$ cat src/rtl/fp_special_detect.sv
module fp_special_detect #(
  parameter int EXP_W = 8,
  parameter int MAN_W = 23,
  localparam int W = 1 + EXP_W + MAN_W
) (
  input  logic         clk,
  input  logic         rst_n,
  input  logic         in_valid,
  input  logic [2:0]   op,
  input  logic [W-1:0] src_a,
  input  logic [W-1:0] src_b,
  input  logic [W-1:0] src_c,
  input  logic         sts_wr,
  input  logic [1:0]   sts_wdata,
  output logic         byp_valid,
  output logic [W-1:0] byp_result,
  output logic         flag_inv,
  output logic         flag_dz,
  output logic         sticky_inv,
  output logic         sticky_dz
);

  localparam logic [2:0] OP_ADD = 3'd0, OP_SUB = 3'd1, OP_MUL = 3'd2, OP_DIV = 3'd3,
                         OP_SQRT = 3'd4, OP_FMA = 3'd5, OP_RCP = 3'd6;
  localparam logic [W-1:0] DEF_QNAN = {1'b0, {EXP_W{1'b1}}, 1'b1, {(MAN_W-1){1'b0}}};

  function automatic logic [W-1:0] mk_inf(input logic s);
    return {s, {EXP_W{1'b1}}, {MAN_W{1'b0}}};
  endfunction

  function automatic logic [W-1:0] mk_zero(input logic s);
    return {s, {(W-1){1'b0}}};
  endfunction

  logic [W-1:0] opnd [3];
  logic [2:0] is_nan, is_snan, is_inf, is_zero, sgn, used, nan_u;

  assign opnd[0] = src_a;
  assign opnd[1] = src_b;
  assign opnd[2] = src_c;

  always_comb begin
    for (int i = 0; i < 3; i++) begin
      is_nan[i]  = (&opnd[i][W-2:MAN_W]) && (|opnd[i][MAN_W-1:0]);
      is_snan[i] = is_nan[i] && !opnd[i][MAN_W-1];
      is_inf[i]  = (&opnd[i][W-2:MAN_W]) && !(|opnd[i][MAN_W-1:0]);
      is_zero[i] = !(|opnd[i][W-2:0]);
      sgn[i]     = opnd[i][W-1];
    end
  end

  always_comb begin
    case (op)
      OP_ADD, OP_SUB, OP_MUL, OP_DIV: used = 3'b011;
      OP_SQRT, OP_RCP:                used = 3'b001;
      OP_FMA:                         used = 3'b111;
      default:                        used = 3'b000;
    endcase
  end

  assign nan_u = is_nan & used;

  logic         byp, inv, dz, sb_eff, sp, prod_zi, prod_inf;
  logic [W-1:0] res;

  assign sb_eff   = sgn[1] ^ (op == OP_SUB);
  assign sp       = sgn[0] ^ sgn[1];
  assign prod_zi  = (is_zero[0] && is_inf[1]) || (is_inf[0] && is_zero[1]);
  assign prod_inf = is_inf[0] || is_inf[1];

  always_comb begin
    byp = 1'b0;
    inv = 1'b0;
    dz  = 1'b0;
    res = '0;
    if (|nan_u) begin
      byp = 1'b1;
      inv = |(is_snan & used);
      if (nan_u[0])      res = src_a;
      else if (nan_u[1]) res = src_b;
      else               res = src_c;
      res[MAN_W-1] = 1'b1;
    end else begin
      case (op)
        OP_ADD, OP_SUB: begin
          if (is_inf[0] && is_inf[1]) begin
            byp = 1'b1;
            if (sgn[0] != sb_eff) begin
              inv = 1'b1;
              res = DEF_QNAN;
            end else res = mk_inf(sgn[0]);
          end else if (is_inf[0]) begin
            byp = 1'b1;
            res = mk_inf(sgn[0]);
          end else if (is_inf[1]) begin
            byp = 1'b1;
            res = mk_inf(sb_eff);
          end
        end
        OP_MUL: begin
          if (prod_zi) begin
            byp = 1'b1;
            inv = 1'b1;
            res = DEF_QNAN;
          end else if (prod_inf) begin
            byp = 1'b1;
            res = mk_inf(sp);
          end
        end
        OP_DIV: begin
          if ((is_zero[0] && is_zero[1]) || (is_inf[0] && is_inf[1])) begin
            byp = 1'b1;
            inv = 1'b1;
            res = DEF_QNAN;
          end else if (is_inf[0]) begin
            byp = 1'b1;
            res = mk_inf(sp);
          end else if (is_inf[1]) begin
            byp = 1'b1;
            res = mk_zero(sp);
          end else if (is_zero[1]) begin
            byp = 1'b1;
            dz  = 1'b1;
            res = mk_inf(sp);
          end
        end
        OP_RCP: begin
          if (is_zero[0]) begin
            byp = 1'b1;
            dz  = 1'b1;
            res = mk_inf(sgn[0]);
          end else if (is_inf[0]) begin
            byp = 1'b1;
            res = mk_zero(sgn[0]);
          end
        end
        OP_SQRT: begin
          if (sgn[0] && !is_zero[0]) begin
            byp = 1'b1;
            inv = 1'b1;
            res = DEF_QNAN;
          end else if (is_inf[0]) begin
            byp = 1'b1;
            res = mk_inf(1'b0);
          end
        end
        OP_FMA: begin
          if (prod_zi || (prod_inf && is_inf[2] && (sgn[2] != sp))) begin
            byp = 1'b1;
            inv = 1'b1;
            res = DEF_QNAN;
          end else if (prod_inf) begin
            byp = 1'b1;
            res = mk_inf(sp);
          end else if (is_inf[2]) begin
            byp = 1'b1;
            res = mk_inf(sgn[2]);
          end
        end
        default: ;
      endcase
    end
  end

  assign byp_valid  = in_valid && byp;
  assign byp_result = (in_valid && byp) ? res : '0;
  assign flag_inv   = in_valid && inv;
  assign flag_dz    = in_valid && dz;

  always_ff @(posedge clk or negedge rst_n) begin
    if (!rst_n) begin
      sticky_inv <= 1'b0;
      sticky_dz  <= 1'b0;
    end else begin
      sticky_inv <= (sts_wr ? sts_wdata[0] : sticky_inv) | flag_inv;
      sticky_dz  <= (sts_wr ? sts_wdata[1] : sticky_dz)  | flag_dz;
    end
  end

endmodule

$ cat config.mk
export PLATFORM = sky130hd
export DESIGN_NAME = fp_special_detect
export DESIGN_NICKNAME = d
export VERILOG_FILES = /design/src/rtl/fp_special_detect.sv
export SDC_FILE = /design/constraint.sdc
export NUM_CORES = 1
export LEC_CHECK = 0
export BUFFER_PORTS_ARGS = -buffer_cell sky130_fd_sc_hd__buf_2
export CAP_MARGIN = 20
export CORE_UTILIZATION = 39
export CTS_BUF_LIST = sky130_fd_sc_hd__clkbuf_4
export DETAILED_ROUTE_END_ITERATION = 16
export MAX_ROUTING_LAYER = met4
export PLACE_DENSITY = 0.84
export SETUP_SLACK_MARGIN = 0.4
export SLEW_MARGIN = 20
export SYNTH_ARGS = -nofsm -noshare
export SYNTH_HDL_FRONTEND = slang
export SYNTH_SLANG_ARGS = --single-unit
$ cat constraint.sdc
create_clock -name clk -period 2.47 [get_ports clk]
set_input_delay 0.247 -clock clk [delete_from_list [all_inputs] [get_ports clk]]
set_output_delay 0.247 -clock clk [all_outputs]
set_load 0.02 [all_outputs]
==> run metrics, run 1 <==
status stopped before the end; Last stage clock tree synthesis (4_1_cts); Run Error [ERROR DPL-0033] detailed placement checks failed during check placement.; Post-Place Cell Area just over 3000 µm²; # hold bufs at CTS 1; Synth Area in Adders 0.00821; fraction of registers with async set/reset 1.00; clock sinks 2; Max H-tree Level 1; post-synthesis cell type count 54; dominant cells by area after synthesis mux2i_1, a211oi_1, nor2_1; simple-gate share of the synthesized area 0.391; synthesis-stage register bit count 2; post-synthesis xor/xnor area fraction 0.0172; Placement Rows 22; Syn Area/Cell between 7 and 8 µm²; mux cell area share after synthesis 0.144; Synth Net Count approximately 320; Post-CTS Repair Setup Buffers 16; Synth top area share 0.144; GP Congestion ~0.93; Die Span Y around 65 µm; YS warnings 0; Die W approximately 65 µm; largest family of logic cells by synthesized area simple AND/OR/NAND/NOR gates; Synth area leader mux2i_1; cts repair resizes 100; root buffer cell clkbuf_4; starting density of the core 0.410; clk buf depth 2; DP Wirelength around 6600 µm; register area share after synthesis 0.0328; PortBufs ~140; Synth Area in Compound Gates 0.340; Post-Synthesis Cells 217; EDFF count, synth 0; Synth Cell Area about 1500 µm²; # IOs approximately 140; CTS Buf Count 3; Top FF cell, synth dfrtp_1
per-stage QoR:
| stage | std cells | setup slack (ns) |
|---|---|---|
| global placement | 453 | -0.228 |
| floorplan | 217 | 0.0300 |
| detailed placement | 453 | -0.288 |
cells by family after synthesis:
kind of cell | after synthesis
compound gates | 68
xor+xnor | 3
fa+ha+maj | 1
buf+inv | 21
flops | 2
mux | 22
simple gates | 100
cell usage after synthesis (2+ instances only):
master / number
clkbuf_1: 10
nor3_1: 7
or4_4: 3
or4_1: 3
nor2b_1: 2
mux2i_1: 22
a31oi_1: 3
xor2_1: 2
dfrtp_1: 2
nand4_1: 10
a211oi_1: 25
buf_6: 2
and4_1: 2
o21ai_0: 5
nor2_1: 28
a21oi_2: 2
a21oi_1: 10
buf_2: 3
o31ai_1: 2
and3_1: 2
nand3_1: 3
nor4_2: 4
nand2b_1: 3
nor4_1: 14
a211o_1: 3
o21bai_1: 2
nand2_1: 11
inv_1: 5
nor3b_1: 2
==> inputs of run 2 (changes only) <==
CORE_UTILIZATION = 30   (was 39)
CTS_BUF_LIST = not set   (was sky130_fd_sc_hd__clkbuf_4)
MAX_ROUTING_LAYER = not set   (was met4)
PLACE_DENSITY = not set   (was 0.84)
PLACE_DENSITY_LB_ADDON = 0.15   (was not set)
SETUP_SLACK_MARGIN = not set   (was 0.4)
==> run metrics, run 2 <==
status finished with violations (was stopped before the end); failing checks negative setup slack; Synth top area share 0.144 (unchanged); clk buf depth 2 (unchanged); Comb pwr share 0.614; Post-Place Cell Area 2680 µm² (was 3030 µm²); worst-skew pair later-pin latency 0.21 ns; r2r setup slk 1.65 ns; Die W 73.3 µm (was 64.5 µm); CP arrival 2.46 ns; measured slew at the worst slew-check pin about 0.64 ns; most common cell after layout, fill and taps aside buf_2; post-synthesis cell type count 54 (unchanged); dominant cells by area after synthesis mux2i_1, a211oi_1, nor2_1 (unchanged); fraction of registers with async set/reset 1.00 (unchanged); HP Class in -> reg; via count 2,523; most frequent cell after synthesis nor2_1 (unchanged); clock sinks 2 (unchanged); register area share after synthesis 0.0328 (unchanged); nets ~500; crit share post-route 1.10; CP Launch Type primary input; f_max approximately 370 MHz; power per cell area around 130 nW/µm²; Area Growth Syn to Fin 108%; clock network fraction of total power 0.297; Placement Rows 25 (was 22); area of the core ~4800 µm²; worst setup margin -0.235 ns; final WL 6860 µm; layout cell share with drive strength beyond 1 0.639; Switching Share 0.350; most frequent cells in the layout buf_2, buf_4, nor2_1, mux2i_1, a211oi_1; Die Span Y 73.3 µm (was 64.5 µm); Worst setup EP type primary output; Post-Synthesis Cells 217 (unchanged); Max H-tree Level 1 (unchanged); routed vias/inst between 5 and 6; EDFF count, synth 0 (unchanged); # IOs 142 (unchanged); GP Congestion 0.836 (was 0.933); grt ovf 0; Total GRT Usage 0.229; Synth area leader mux2i_1 (unchanged); synthesis-stage register bit count 2 (unchanged); Final setup viols 25; wire per inst between 10 and 15 µm; Top FF cell, synth dfrtp_1 (unchanged); DP Worst Slack -0.350 ns (was -0.288 ns); DRT Pass-1 Iters 4; net switching power roughly 150 µW; Synth Net Count 323 (unchanged); DRC 0; starting density of the core 0.316 (was 0.410); Slew Viols, Final 0; total power 421 µW; PortBufs 141 (unchanged); fin area between 3000 and 4000 µm²; vias in the first global route around 2,300; Reg power frac 0.089; YS warnings 0 (unchanged); Synth Cell Area 1520 µm² (unchanged); Pleak between 0.0015 and 0.002 µW; clock skew 0 ns; Setup CP Type in -> out; Final Hold Viols 0; CTS tree yes; DP Wirelength 5170 µm (was 6580 µm); cell internal pwr roughly 270 µW; Finished Core Util 0.659; initial antenna violation count 0; fin crit period about 2.7 ns; CTS Buf Count 3 (unchanged); count of antenna diodes in the layout 0; Crit Path Max Fanout 3; RSZ-0062 raised after global routing yes; die area around 5400 µm²; Reg clk slew, reported paths approximately 0.030 ns; Antenna Violating Nets Remaining 0; first-pass GRT wire length between 9000 and 10,000 µm; Top Registers sticky_dz (1), sticky_inv (1); Slew HR 0.569; non-filler instance count after layout about 470; Placed Cells incl. Taps 463 (was 453); max cap viols 0; largest net degree at the start of global routing 45; DR iter-0 viols 110; commonest cells in the synthesized netlist nor2_1, a211oi_1, mux2i_1 (unchanged); root buffer cell clkbuf_8 (was clkbuf_4); Syn Area/Cell 7.02 µm² (unchanged); maximum vdd drop between 100 and 150 µV; WP data required 2.22 ns
run 2: area by class of cell:
| type | instances | area (µm²) |
|---|---|---|
| clock buffers | 3 | 41.3 |
| fillers | 444 | 1640 |
| multi-input cells | 194 | 1640 |
| inverters | 5 | 18.8 |
| flip-flops and latches | 2 | 50.0 |
| well taps | 67 | 83.8 |
| repair buffers | 203 | 1340 |
run 2: what timing repair did:
| item | in CTS | in global routing |
|---|---|---|
| buffers inserted | 3 | 3 |
| gates resized for setup | 30 | 57 |
| gates cloned | 0 | 3 |
| endpoints found under the setup margin | 35 | 35 |
| hold buffers | 1 | 0 |
| endpoints found under the hold margin | 2 | 0 |
| pin swaps | 8 | 24 |
run 2: worst max-delay path, stage by stage:
cell	delay, ns
buf_6	0.09
or4_4	0.57
nor4_4	0.36
buf_4	0.18
nand3_2	0.05
a21o_2	0.19
a211oi_2	0.27
nor3b_2	0.08
a211oi_2	0.23
buf_4	0.17
run 2: final timing paths:
check                                      from                   end  cells after the start
min reg2reg                 sticky_dz$_DFF_PN0_   sticky_dz$_DFF_PN0_                      2
max reg2reg                sticky_inv$_DFF_PN0_  sticky_inv$_DFF_PN0_                      2
min                                sts_wdata[1]   sticky_dz$_DFF_PN0_                      2
max in group asynchronous                 rst_n  sticky_inv$_DFF_PN0_                      2
min in group asynchronous                 rst_n   sticky_dz$_DFF_PN0_                      2
max                                   src_b[11]        byp_result[31]                     10
run 2: power by group through the flow:
stage	logic (µW)	registers, µW	clock network [µW]
finish	259	37.3	125
global route	281	37.8	132
CTS	233	37.3	128
detailed placement	220	37.6	0
global placement	218	37.5	0
floorplan	63.9	41.8	0
run 2: kinds of logic after synthesis:
kind of cell / count (synthesis) / synth area share
and+or+nand+nor: 100 / 0.391
AOI/OAI and AO/OA: 68 / 0.340
buffers and inverters: 21 / 0.0665
DFF: 2 / 0.0328
adders and majority gates: 1 / 0.00821
xor gates and xnor gates: 3 / 0.0172
muxes: 22 / 0.144
run 2: per-stage QoR:
stage	setup TNS, ns	hold WS [ns]
after floorplan	-0.976	-0.0486
after global placement	-5.70	0.0328
after detailed placement	-5.56	0.0338
after CTS	-2.28	0.255
after global routing	-4.46	0.274
final	-1.68	0.255
run 2: per-layer routing:
metal	vias to the layer above	global-route usage	routed length (µm)	part of all wire
met4	0	0.0131	36	0.0053
met1	1176	0.281	2790	0.41
li1	1252	-	-	-
met2	91	0.440	3670	0.54
met5	-	0	0	0
met3	4	0.0288	360	0.053
Power figures use the tool's default switching activity.
